==> config.mk <==
export PLATFORM = sky130hd
export DESIGN_NAME = idx_agen
export DESIGN_NICKNAME = d
export VERILOG_FILES = /design/src/rtl/idx_agen.sv
export SDC_FILE = /design/constraint.sdc
export NUM_CORES = 1
export LEC_CHECK = 0
export ABC_AREA = 1
export BUFFER_PORTS_ARGS = -buffer_cell sky130_fd_sc_hd__buf_2
export CAP_MARGIN = 25
export CORE_MARGIN = 5
export CORE_UTILIZATION = 28
export DETAILED_ROUTE_END_ITERATION = 8
export PLACE_DENSITY_LB_ADDON = 0.25
export REMOVE_ABC_BUFFERS = 1
export SYNTH_ARGS = -nofsm -noshare
export SYNTH_HDL_FRONTEND = slang
export SYNTH_SLANG_ARGS = --single-unit
==> constraint.sdc <==
create_clock -name clk -period 2.4 [get_ports clk]
set_input_delay 0.48 -clock clk [delete_from_list [all_inputs] [get_ports clk]]
set_output_delay 0.48 -clock clk [all_outputs]
set_load 0.005 [all_outputs]
==> src/rtl/idx_agen.sv <==
module idx_agen #(
  parameter int IDX_W   = 12,
  parameter int OFS_W   = 8,
  parameter logic [7:0] HI_ADDR = 8'hBE,
  parameter logic [7:0] LO_ADDR = 8'hBF
) (
  input  logic             clk,
  input  logic             rst_n,
  input  logic             ld_full,
  input  logic [IDX_W-1:0] ld_value,
  input  logic             mm_wr,
  input  logic [7:0]       mm_addr,
  input  logic [7:0]       mm_wdata,
  output logic [7:0]       mm_rdata,
  output logic             mm_hit,
  input  logic             cnt_inc,
  input  logic             cnt_dec,
  input  logic [OFS_W-1:0] offset,
  input  logic             store_req,
  output logic [IDX_W-1:0] ea,
  output logic             prog_sel,
  output logic             wr_permit
);
  localparam int LOW_W = IDX_W - 1;
  localparam int HI_W  = IDX_W - 8;
  localparam int PAD_W = IDX_W - 8;

  logic [IDX_W-1:0] x_q, x_d;
  logic             hi_sel, lo_sel;
  logic [7:0]       data_sum;
  logic [LOW_W-1:0] prog_sum;

  assign hi_sel = (mm_addr == HI_ADDR);
  assign lo_sel = (mm_addr == LO_ADDR);

  always_comb begin
    x_d = x_q;
    if (ld_full)
      x_d = ld_value;
    else if (mm_wr && hi_sel)
      x_d[IDX_W-1:8] = mm_wdata[HI_W-1:0];
    else if (mm_wr && lo_sel)
      x_d[7:0] = mm_wdata;
    else if (cnt_inc && !cnt_dec)
      x_d[LOW_W-1:0] = x_q[LOW_W-1:0] + LOW_W'(1);
    else if (cnt_dec && !cnt_inc)
      x_d[LOW_W-1:0] = x_q[LOW_W-1:0] - LOW_W'(1);
  end

  always_ff @(posedge clk) begin
    if (!rst_n) x_q <= '0;
    else        x_q <= x_d;
  end

  assign mm_hit   = hi_sel | lo_sel;
  assign mm_rdata = hi_sel ? 8'(x_q[LOW_W-1:8]) :
                    lo_sel ? x_q[7:0] : 8'h00;

  assign prog_sel  = x_q[IDX_W-1];
  assign data_sum  = x_q[7:0] + 8'(offset);
  assign prog_sum  = x_q[LOW_W-1:0] + LOW_W'(offset);
  assign ea        = prog_sel ? {1'b1, prog_sum} : {{PAD_W{1'b0}}, data_sum};
  assign wr_permit = store_req & ~prog_sel;
endmodule

======== After elaboration in Yosys (flattened, before gate mapping) ========
Index checks and enable logic that the tools add are counted.
W data, S select, Z words.
word-level totals
  flip-flop bits (word level) ............. 12
  output and inout port bits .............. 23
operators by class
  add/subtract/negate cells ............... 4
  bitwise logic cells ..................... 3
  reductions and logical operators ........ 11
  muxes and demuxes ....................... 11
  equality and inequality tests ........... 4
operator list
  operator                 number
  $mux W8                  4
  $mux W12                 2
  $mux W11                 2
  $eq A8 B8 Y1 const B     2
  $add A11 B1 Y11 const B  1
  $add A11 B8 Y11          1
  $sub A11 B1 Y11 const B  1
  $add A8 B8 Y8            1
  $reduce_bool A4 Y1       2
  $mux W3                  2
  $logic_and A1 B1 Y1      4
  $reduce_and A2 Y1        2
  $ne A3 B3 Y1 const B     1
  $logic_not A1 Y1         2
  $ne A2 B2 Y1 const B     1
  $reduce_bool A2 Y1       1
  $and A1 B1 Y1            1
  $mux W1                  1
  $not A1 Y1               1
  $or A1 B1 Y1             1

======== Longest topological paths before layout ========
  depth in word-level cells ............... 7
  mapped depth ............................ 15
  gate-level depth less buffers ........... 15

======== Worst setup path after synthesis ========
Ideal clock, no wire load.
  path type ............................... input to output
  from .................................... in offset[0]
  to ...................................... out ea[10]
  path slack .............................. 0.181 ns
  path buffers ............................ 0
  stages .................................. 9
  arrival time ............................ 1.739 ns
  data required time ...................... 1.920 ns
  cells stage by stage .................... ha_1 fa_1 nand3_1 nand2_1 nand2_1 o211ai_1 nand3_1 o21ai_0 a21oi_1
between the ends
  word-level cells in the longest chain between the ends .. 2
ends and longest elaborated chain
  item                RTL line  RTL
  start: declaration  18        input logic [OFS_W-1:0] offset,
  $add A11 B8 Y11     61        assign prog_sum = x_q[LOW_W-1:0] + LOW_W'(offset);
  $mux W12            62        assign ea = prog_sel ? {1'b1, prog_sum} : {{PAD_W{1'b0}}, data_sum};
  end: declaration    20        output logic [IDX_W-1:0] ea,
No other way between the ends.

======== Worst setup path after layout ========
  from .................................... in offset[4]
  to ...................................... out ea[10]
The elaborated chain is that of the path after synthesis.

==> flow_summary.ini <==
[run_status]
outcome = completed

[global_routing]
grt_pass1_wl_um = 10300
grt_max_degree = 17
grt_pass1_vias = 2229
antenna_found_initial = 0
track_usage = 0.150
grt_overflow = 0

[logic_synthesis]
synthTopCellsByArea = nand2_1 16%, dfxtp_1 13%, ha_1 12%
ys_seq_area_frac = 0.133
synth-edff-count = 0
synth_warnings = 0
synth_ff_type = dfxtp_1
syn_area_per_cell_um2 = 5.97
yosysTopAreaCellShare = 0.160
synthesis.area_um2 = 1800
synthArstFlopShare = 0
ys_ff_latch = 12
synth_cell_types = 35
yosysTopAreaCell = nand2_1
synth_cells = 302

[setup_path]
end_kind = output port
worstPathMaxFanout = 5
cp.required_ns = 1.92
critPathLaunchType = primary input
worstSetupPathType = primary input to output port
cp_data_arrival_time_ns = 1.87

[timing]
rsz0062_at_grt = true
fin_ws_ns = 0.0498
finalSetupViolCount = 0
final_max_slew_viol_count = 0
hold_viol = 0
period_needed_ns = 2.35
slew_headroom = 0.773
period_share = 0.979
worst_slew_pin_slew_ns = 0.339
max_freq_mhz = 425
skew_ns = 0.00297
tns_ns = 0

[floorplan]
die_w_um = 90.2
rows = 29
pin_count = 66
start_util = 0.286
core-area_um2 = 6310
die_area_um2 = 8140
die-height_um = 90.2

[run]
timing.max_cap.violations = 0

[layout]
syn2layout_area_growth_pct = 39.6
final_area_um2 = 2520
top_regs = x_q x12
antenna_cells = 0
layout-drive-gt1-share = 0.309
fin_util = 0.399
top_register = x_q
nNetsFinal = 452
fillCellCount = 707
final_cell_mix = 76 x nand2_1, 64 x buf_2, 36 x nor2_1
final_common_cell = nand2_1
largest_register_ffs = 12

[detailed_routing]
via_count = 2223
drcViolationCount = 0
ant_nets = 0
post_drt_wl_per_cell_um = 13.0
via_per_inst = 4.78
routed_wl_um = 6060
dr.pass1.iters = 4
drtIter0Drc = 120

[placement]
hpwl_um = 5140
pre_cts_ws_ns = -0.106
io_buffers = 65
place_congestion = 0.918
dpl_cell_area_um2 = 2340

[power_and_ir_drop]
comb_power_share = 0.613
ir_drop_mv = 0.251
p_int_uw = 705
p_switching_uw = 507
p_clk_frac = 0.173
sw_frac_of_total = 0.418
p_leak_uw = 0.00136
p_per_area_nw_per_um2 = 481
seq_power_share = 0.214

[clock_network]
clockBufferDepth = 2
clkSinkCount = 12
cts_tree = done
cts_hold_repair.buffers = 0
clk_latency_ns = 0.23
root_buffer = clkbuf_8
cts_buffers = 3
cts_htree_levels = 1
clk_pin_slew_worst_paths_ns = 0.05

[min_path]
hold_class = flop to flop
-- power by group through the flow --
| stage | Sequential [uW] | Clock (uW) | Combinational, uW |
|---|---|---|---|
| 6_report | 260 | 210 | 743 |
| 5_1_grt | 264 | 226 | 856 |
| 4_1_cts | 256 | 213 | 716 |
| 3_5_place_dp | 258 | 0 | 695 |
| 3_3_place_gp | 257 | 0 | 689 |
| 2_1_floorplan | 256 | 0 | 446 |
-- cells in the mapped netlist (2+ instances only) --
| cell type | number |
|---|---|
| a21o_1 | 3 |
| a21oi_1 | 28 |
| a31oi_1 | 4 |
| clkbuf_1 | 3 |
| dfxtp_1 | 12 |
| fa_1 | 2 |
| ha_1 | 18 |
| inv_1 | 36 |
| nand2_1 | 77 |
| nand2_4 | 2 |
| nand3_1 | 29 |
| nand3b_1 | 3 |
| nand4_1 | 3 |
| nor2_1 | 37 |
| nor3_1 | 2 |
| o211ai_1 | 2 |
| o21ai_0 | 7 |
| o21ai_1 | 6 |
| o21bai_1 | 2 |
| or2_2 | 3 |
| xor2_1 | 9 |
-- per-layer routing --
layer  GRT usage  part of all wire  vias up
met5           0                 0        -
met1       0.177              0.43      993
met4      0.0447             0.024        0
li1            -                 -     1166
met2       0.280              0.51       55
met3      0.0159             0.043        9
-- worst paths after layout --
kind              endpoint  slack (ns)       from  depth (start not counted)
setup / recovery    ea[10]        0.05  offset[4]                         10
hold / removal     x_q[10]        0.51    x_q[10]                          2
setup reg to reg    x_q[5]        0.59     x_q[2]                          8
hold reg to reg    x_q[10]        0.51    x_q[10]                          2
-- logic make-up after synthesis --
| logic type | Yosys count | share of synthesized area |
|---|---|---|
| DFF | 12 | 0.133 |
| adders and majority gates | 20 | 0.147 |
| AOI/OAI and AO/OA | 55 | 0.176 |
| buffers and inverters | 45 | 0.102 |
| xor gates and xnor gates | 10 | 0.0486 |
| and+or+nand+nor | 160 | 0.393 |
-- critical path: stages --
cell	delay (ns)
buf_2	0.11
ha_4	0.28
inv_1	0.07
nor3_1	0.18
nand2_1	0.08
o211ai_1	0.14
nand3_1	0.14
buf_4	0.15
a21oi_1	0.12
buf_2	0.12
-- what timing repair did --
action | CTS | global route
gates resized for setup | 8 | 11
buffers inserted | 2 | 1
endpoints found under the setup margin | 2 | 7
pin swaps | 4 | 2
gates cloned | 0 | 0
-- area by class of cell --
class,instances,area (um2),area share
inverter,40,154,0.0611
tap,77,96.3,0.0383
timing repair buffer,87,497,0.197
sequential,12,243,0.0964
clock buffer,4,55.1,0.0219
multi-input combinational,245,1470,0.585
-- metrics by stage --
stage	power (uW)	instances	hold WS, ns
finish	1210	465	0.514
global route	1350	465	0.556
CTS	1190	464	0.512
detailed placement	953	458	0.501
global placement	946	458	0.506
floorplan	703	297	0.469
No activity file was read; power rests on OpenSTA's default activity.
